`config.mk`:
```
export PLATFORM = sky130hd
export DESIGN_NAME = dmaChanEngine
export DESIGN_NICKNAME = d
export VERILOG_FILES = /design/src/rtl/dmaChanPkg.sv /design/src/rtl/dmaChanDatapath.sv /design/src/rtl/dmaChanCtrl.sv /design/src/rtl/dmaChanEngine.sv
export SDC_FILE = /design/constraint.sdc
export NUM_CORES = 1
export LEC_CHECK = 0
export CAP_MARGIN = 20
export CORE_MARGIN = 5
export CORE_UTILIZATION = 50
export CTS_BUF_LIST = sky130_fd_sc_hd__clkbuf_8
export DETAILED_ROUTE_END_ITERATION = 10
export GPL_ROUTABILITY_DRIVEN = 0
export PLACE_DENSITY = 0.81
export SLEW_MARGIN = 20
export SYNTH_ARGS = -nofsm -noshare
export SYNTH_HDL_FRONTEND = slang
export SYNTH_SLANG_ARGS = --single-unit
```
`constraint.sdc`:
```
create_clock -name clk -period 3.15 [get_ports clk]
set_input_delay 0.63 -clock clk [delete_from_list [all_inputs] [get_ports clk]]
set_output_delay 0.63 -clock clk [all_outputs]
set_load 0.005 [all_outputs]
```
`src/rtl/dmaChanPkg.sv`:
```
package dmaChanPkg;
  typedef struct packed {
    logic step;    // advance address and count
    logic reload;  // restore start values
  } dpStrobes_t;

  typedef enum logic {ST_IDLE = 1'b0, ST_BUSY = 1'b1} seqState_t;
endpackage

```
`src/rtl/dmaChanDatapath.sv`:
```
module dmaChanDatapath
  import dmaChanPkg::*;
#(
  parameter int AW = 24,
  parameter int CW = 16
) (
  input  logic          clk,
  input  logic          rstN,
  input  dpStrobes_t    strb,
  input  logic          wordSize,
  input  logic          decMode,
  input  logic          addrWr,
  input  logic [AW-1:0] addrWrData,
  input  logic          cntWr,
  input  logic [CW-1:0] cntWrData,
  output logic [AW-1:0] addr,
  output logic [CW-1:0] count,
  output logic          cntIsLast
);
  localparam logic [AW-1:0] STEP_B = AW'(1);
  localparam logic [AW-1:0] STEP_W = AW'(2);

  logic [AW-1:0] addrStart;
  logic [CW-1:0] cntStart;
  logic [AW-1:0] stepVal;

  assign stepVal   = wordSize ? STEP_W : STEP_B;
  assign cntIsLast = (count == CW'(1));

  always_ff @(posedge clk) begin
    if (!rstN) begin
      addr      <= '0;
      addrStart <= '0;
      count     <= '0;
      cntStart  <= '0;
    end else begin
      if (addrWr) begin
        addr      <= addrWrData;
        addrStart <= addrWrData;
      end else if (strb.reload) begin
        addr <= addrStart;
      end else if (strb.step) begin
        addr <= decMode ? addr - stepVal : addr + stepVal;
      end
      if (cntWr) begin
        count    <= cntWrData;
        cntStart <= cntWrData;
      end else if (strb.reload) begin
        count <= cntStart;
      end else if (strb.step) begin
        count <= count - CW'(1);
      end
    end
  end
endmodule

```
`src/rtl/dmaChanCtrl.sv`:
```
module dmaChanCtrl
  import dmaChanPkg::*;
#(
  parameter int SRC_W = 3
) (
  input  logic               clk,
  input  logic               rstN,
  input  logic               standby,
  input  logic               ctrlWr,
  input  logic [7:0]         ctrlWrData,
  input  logic               ctrlRd,
  input  logic [(1<<SRC_W)-1:0] reqVec,
  input  logic               busAck,
  input  logic               cntIsLast,
  output logic [7:0]         ctrlReg,
  output logic               busy,
  output logic               irqPend,
  output dpStrobes_t         strb
);
  localparam int BIT_EN  = 7;
  localparam int BIT_RPT = 4;
  localparam int BIT_IE  = 3;

  seqState_t state;
  logic      armed;
  logic      ackNow;
  logic      termNow;

  assign busy    = (state == ST_BUSY);
  assign ackNow  = busy && busAck;
  assign termNow = ackNow && cntIsLast;

  always_comb begin
    strb.reload = termNow && ctrlReg[BIT_RPT];
    strb.step   = ackNow && !strb.reload;
  end

  always_ff @(posedge clk) begin
    if (!rstN || standby) begin
      ctrlReg <= 8'h00;
      armed   <= 1'b0;
      state   <= ST_IDLE;
      irqPend <= 1'b0;
    end else begin
      if (ctrlRd && !ctrlReg[BIT_EN]) armed <= 1'b1;
      if (ctrlWr) begin
        ctrlReg[6:0]    <= ctrlWrData[6:0];
        ctrlReg[BIT_EN] <= ctrlWrData[BIT_EN] && (ctrlReg[BIT_EN] || armed);
        armed           <= 1'b0;
        if (!ctrlWrData[BIT_IE]) irqPend <= 1'b0;
        if (ctrlWrData[BIT_EN] && armed && !ctrlReg[BIT_EN]) irqPend <= 1'b0;
      end
      case (state)
        ST_IDLE: if (ctrlReg[BIT_EN] && reqVec[ctrlReg[SRC_W-1:0]]) state <= ST_BUSY;
        ST_BUSY: if (busAck) state <= ST_IDLE;
        default: state <= ST_IDLE;
      endcase
      if (termNow && !ctrlReg[BIT_RPT]) begin
        ctrlReg[BIT_EN] <= 1'b0;
        if (ctrlReg[BIT_IE]) irqPend <= 1'b1;
      end
    end
  end
endmodule

```
`src/rtl/dmaChanEngine.sv`:
```
module dmaChanEngine
  import dmaChanPkg::*;
#(
  parameter int AW = 24,
  parameter int CW = 16,
  parameter bit XFER_WRITE = 1'b1
) (
  input  logic          clk,
  input  logic          rstN,
  input  logic          standby,
  input  logic          ctrlWr,
  input  logic [7:0]    ctrlWrData,
  input  logic          ctrlRd,
  output logic [7:0]    ctrlRdData,
  input  logic          addrWr,
  input  logic [AW-1:0] addrWrData,
  input  logic          cntWr,
  input  logic [CW-1:0] cntWrData,
  input  logic [7:0]    reqVec,
  output logic          busReq,
  input  logic          busAck,
  output logic          busWrite,
  output logic          busWord,
  output logic [AW-1:0] busAddr,
  output logic [AW-1:0] curAddr,
  output logic [CW-1:0] curCount,
  output logic          irq
);
  localparam int SRC_W = 3;

  dpStrobes_t strb;
  logic [7:0] ctrlReg;
  logic       busy;
  logic       cntIsLast;

  dmaChanCtrl #(.SRC_W(SRC_W)) ctrl_i (
    .clk(clk), .rstN(rstN), .standby(standby),
    .ctrlWr(ctrlWr), .ctrlWrData(ctrlWrData), .ctrlRd(ctrlRd),
    .reqVec(reqVec), .busAck(busAck), .cntIsLast(cntIsLast),
    .ctrlReg(ctrlReg), .busy(busy), .irqPend(irq), .strb(strb)
  );

  dmaChanDatapath #(.AW(AW), .CW(CW)) dp_i (
    .clk(clk), .rstN(rstN), .strb(strb),
    .wordSize(ctrlReg[6]), .decMode(ctrlReg[5]),
    .addrWr(addrWr), .addrWrData(addrWrData),
    .cntWr(cntWr), .cntWrData(cntWrData),
    .addr(curAddr), .count(curCount), .cntIsLast(cntIsLast)
  );

  assign ctrlRdData = ctrlReg;
  assign busReq     = busy;
  assign busWrite   = busy && XFER_WRITE;
  assign busWord    = busy && ctrlReg[6];
  assign busAddr    = curAddr;
endmodule

```
# Word-level counts from Yosys, hierarchy flattened
# Index checks and enable logic that the tools add are counted.
word_totals:
  elab_cells: 54
  regBits: 91
  out_inout_bits: 76
op_classes:
  n_eq_ne: 1
  n_mux: 18
  add_sub_neg: 3
  order_cmp: 1
  n_reduce_logical: 21
  bitwise_logic: 1
op_table:
  columns: ["cell", "n"]
  rows:
  - ["$mux 24", 4]
  - ["$mux 16", 3]
  - ["$add 24x24->24", 1]
  - ["$sub 24x24->24", 1]
  - ["$eq 16x1->1 const B", 1]
  - ["$sub 16x1->16 const B", 1]
  - ["$logic_and 1x1->1", 11]
  - ["$mux 1", 8]
  - ["$reduce_bool 3->1", 2]
  - ["$logic_not 1->1", 4]
  - ["$lt 3x4->1 const B", 1]
  - ["$reduce_or 2->1", 2]
  - ["$bmux 1 s3", 1]
  - ["$logic_or 1x1->1", 2]
  - ["$mux 2", 1]
  - ["$pmux 1 s2", 1]
  - ["$not 1->1", 1]

# Logic depth before layout (Yosys ltp)
depth:
  word_depth: 8
  depth_mapped: 11
  mapped_depth_nobuf: 11

# Cells and area by module
# A second synthesis with hierarchy kept.
hier_totals:
  hier_cells: 701
  hier_area_um2: 5579.1
modules_own_cells:
  columns: ["module", "area_each_um2", "cells_each", "n_inst"]
  rows:
  - ["dmaChanDatapath", 4889.7, 623, 1]
  - ["dmaChanCtrl", 495.5, 52, 1]
  - ["dmaChanEngine", 193.9, 26, 1]

# Least setup slack after synthesis
# OpenSTA, ideal clock, no wires.
synth_timing:
  path_kind: "reg2reg"
  start: "register ctrl_i.ctrlReg[5]"
  end: "register dp_i.addr[23]"
  synth_period_minus_slack_ns: 2.751
  t_arrival_ns: 2.616
  path_stages_with_launch: 10
  setup_slack_ns: 0.399
  required_time_ns: 3.015
  cell_sequence: "dfxtp_1 nor2b_1 ha_1 a21oi_1 a2111oi_2 or2_2 o211ai_2 o31a_1 a2111oi_0 a311oi_1"
synth_between:
  elab_chain_len: 4
synth_rtl:
  columns: ["item", "line_no", "source"]
  rows:
  - ["start, declared", "dmaChanCtrl.sv:15", "output logic [7:0] ctrlReg,"]
  - ["start signal, assigned", "dmaChanCtrl.sv:47", "ctrlReg[6:0] <= ctrlWrData[6:0];"]
  - ["start signal, assigned by index", "dmaChanCtrl.sv:48", "ctrlReg[BIT_EN] <= ctrlWrData[BIT_EN] && (ctrlReg[BIT_EN] || armed);"]
  - ["$mux 24", "dmaChanDatapath.sv:43", "addr <= decMode ? addr - stepVal : addr + stepVal;"]
  - ["$mux 24", "dmaChanDatapath.sv:42", "end else if (strb.step) begin"]
  - ["$mux 24", "dmaChanDatapath.sv:40", "end else if (strb.reload) begin"]
  - ["$mux 24", "dmaChanDatapath.sv:37", "if (addrWr) begin"]
  - ["end signal, assigned", "dmaChanDatapath.sv:38", "addr <= addrWrData;"]
  - ["end signal, assigned", "dmaChanDatapath.sv:41", "addr <= addrStart;"]
  - ["end signal, assigned", "dmaChanDatapath.sv:43", null]
  - ["end, declared", "dmaChanDatapath.sv:16", "output logic [AW-1:0] addr,"]
# Every way passes these cells. The select of a mux whose other input is x is not followed.
# A chain may end at the register's enable or synchronous reset.

# Final worst setup path
# Same ends and word-level chain as after synthesis.

==> impl_metrics.toml <==
[clock_tree]
cts_setup_buffers = 0
cts_sinks = 91
numCtsBuffers = 9
insertion_delay_ps = 370
cts_tree = "yes"
clk_pin_slew_worst_paths_ps = 90
h-tree-depth = 3
clockRootBuffer = "clkbuf_8"
cts_buffer_depth = 2

[timing]
maxSlewHeadroom_pct = 53.9
setup_violations = 0
tightestPinTransition_ps = 684
fin_worst_skew_ps = 7.13
hold_viol_final = 0
slew_violations = 0
fin_crit_ps = 2890
setup_tns_ps = 0
period_share_pct = 91.7
max_freq_mhz = 346
rsz0062_at_grt = "false"

[critical_path]
cp.arrival_ps = 3130
cp_data_required_time_ps = 3400
start_kind = "register"
critPathSlowestCell = "dfxtp_2"
path_max_fanout = 14
crit_chain = "nor2b_1 > ha_1 > a21oi_1 > a2111oi_2 > or2_2 > o211ai_2 > o31a_1 > a2111oi_0 > a311oi_1"
cp-end-kind = "register"
crit_type = "reg -> reg"
critPathBufInv = 0
critPathMaxStageDelay_ps = 530
cp_top_family = "compound AO/OA/AOI/OAI gates"

[die]
core_area_um2 = 10900
start_util_pct = 51.1
die_width_um = 116
die-area_um2 = 13300
num_rows = 38
die_h_um = 116
num_io_pins = 140

[place]
port_buffers = 139
dpl_cell_area_um2 = 6830
dp_cells = 924
detailed_place_hpwl_mm = 11.6

[grt]
track_usage_pct = 24.0
antenna_found_initial = 0
grt_max_degree = 53
grt_first_pass_wirelength_mm = 26.2
grt_remaining_overflow = 0
grt_pass1_vias = 5485

[routing]
num_vias = 5591
detail_route.wl_per_cell_um = 17.3
postRouteAntennaNets = 0
drtPass1Iterations = 5
drcViolationCount = 0
wirelength_mm = 16.3
drt-initial-drc-count = 428
vias_per_cell = 5.95

[synthesis]
syn_area_um2 = 5570
ys_ff_latch = 91
ys_warn_count = 0
avgSynthCellArea_um2 = 7.92
syn-instance-count = 703
synth_edf_count = 0
synth_top_cell_by_area = "dfxtp_1"
synth_flop_cell = "dfxtp_1"
yosysTopAreaCellShare_pct = 32.7
synth.distinct_cells = 64
netlist_top_cells_area = "dfxtp_1 33%, nand2_1 6.5%, ha_1 5.6%, o21ai_0 5.2%, a21oi_1 4.7%"
async_flop_share_pct = 0
ys_seq_area_share_pct = 32.7
synth_nets = 793

[cells_and_area]
final_cell_area_um2 = 7100
final_common_cell = "clkdlybuf4s50_1"
final_cells = 940
final_cell_mix = "137 x clkdlybuf4s50_1, 96 x nand2_1, 90 x dfxtp_1"
syn2layout_area_growth_pct = 27.5
antennaDiodeCount = 0
drive_above_1_share_pct = 5.38
nets = 885

[run]
drv_cap = 0

[pwr]
max-vdd-ir-drop_uv = 279
power.total_mw = 2.86
leakagePower_nw = 2.77
p_per_area_nw_per_um2 = 402

[run_status]
outcome = "finished, final reports clean"

[hold_path]
hold_path.class = "reg -> reg"
[synthesized netlist by cell type, types with 7 or more instances]
cell and n:
buf_4 29, o221ai_1 9, xnor2_1 10, nor2_1 52
mux2i_1 25, o211ai_1 9, inv_1 17, dfxtp_1 91
xor2_1 10, and2_1 9, nor3_1 12, nand2_1 96
clkbuf_1 31, a21oi_1 52, nand3_1 20, o21ai_0 58
a31oi_1 8, a21o_1 7, nor2b_1 18, ha_1 25
a21boi_0 31
[flip-flops by register name, indices dropped and copies added, names as in the netlist]
signal and flops:
dp_i.addrStart 24, ctrl_i.armed 1, ctrl_i.irqPend 1, ctrl_i.ctrlReg 8, ctrl_i.busy 1, dp_i.addr 24, dp_i.cntStart 16, dp_i.count 16
[final cells by class]
| type | instances | area, µm² |
|---|---|---|
| Inverter | 17 | 63.8 |
| Clock buffer | 9 | 124 |
| Multi-Input combinational cell | 524 | 3290 |
| Fill cell | 918 | 3790 |
| Clock inverter | 7 | 140 |
| Tap cell | 140 | 175 |
| Timing Repair Buffer | 152 | 1480 |
| Sequential cell | 91 | 1820 |
[report_power, final]
group	total, mW	internal, mW	switching, mW
Combinational	0.529	0.287	0.242
Clock	1.05	0.606	0.444
Sequential	1.28	1.21	0.0649
Total	2.86	2.11	0.751
[path summary, 6_finish.rpt]
check | startpoint | endpoint | slack [ps] | cells after the start
max | ctrl_i.ctrlReg[5] | dp_i.addr[23] | 260 | 9
max reg2reg | ctrl_i.ctrlReg[5] | dp_i.addr[23] | 260 | 9
min reg2reg | dp_i.cntStart[7] | dp_i.cntStart[7] | 470 | 2
min | dp_i.cntStart[7] | dp_i.cntStart[7] | 470 | 2
[metal layers]
metal	track usage (%)	share of wire, %	wire [µm]
met1	30.2	41	6720
met2	41.8	50	8120
met3	3.71	6.9	1120
met4	8.76	2.1	346
met5	0	0	0
[per-stage QoR]
| stage | hold slack, ps | utilization (%) | setup WS, ps |
|---|---|---|---|
| floorplan | 444 | - | 399 |
| global placement | 457 | 62.8 | 366 |
| detailed placement | 464 | 62.8 | 220 |
| CTS | 477 | 65.2 | 201 |
| global route | 506 | 65.2 | 154 |
| finish | 474 | 65.2 | 262 |
[worst reg2reg max path, stage by stage, from the launching register on]
cell and delay (ps):
dfxtp_2 530, nor2b_1 290, ha_1 200, a21oi_1 90, a2111oi_2 400, or2_2 220
o211ai_2 140, o31a_1 300, a2111oi_0 510, a311oi_1 90
[kinds of logic (layout without fill, tap and decap cells)]
group	after synthesis	after routing	share of synthesized area, %
compound gates	222	222	25.9
mux	27	27	5.30
buf+inv	88	185	8.16
flops	91	91	32.7
simple gates	229	229	18.9
xor+xnor	20	20	3.15
fa+ha+maj	26	26	5.98
[repair_timing]
action                                  in CTS  in global routing
hold buffers                                 0                  0
endpoints found under the setup margin       0                  1
resized for setup                            0                  1
No activity file was read; power rests on OpenSTA's default activity.
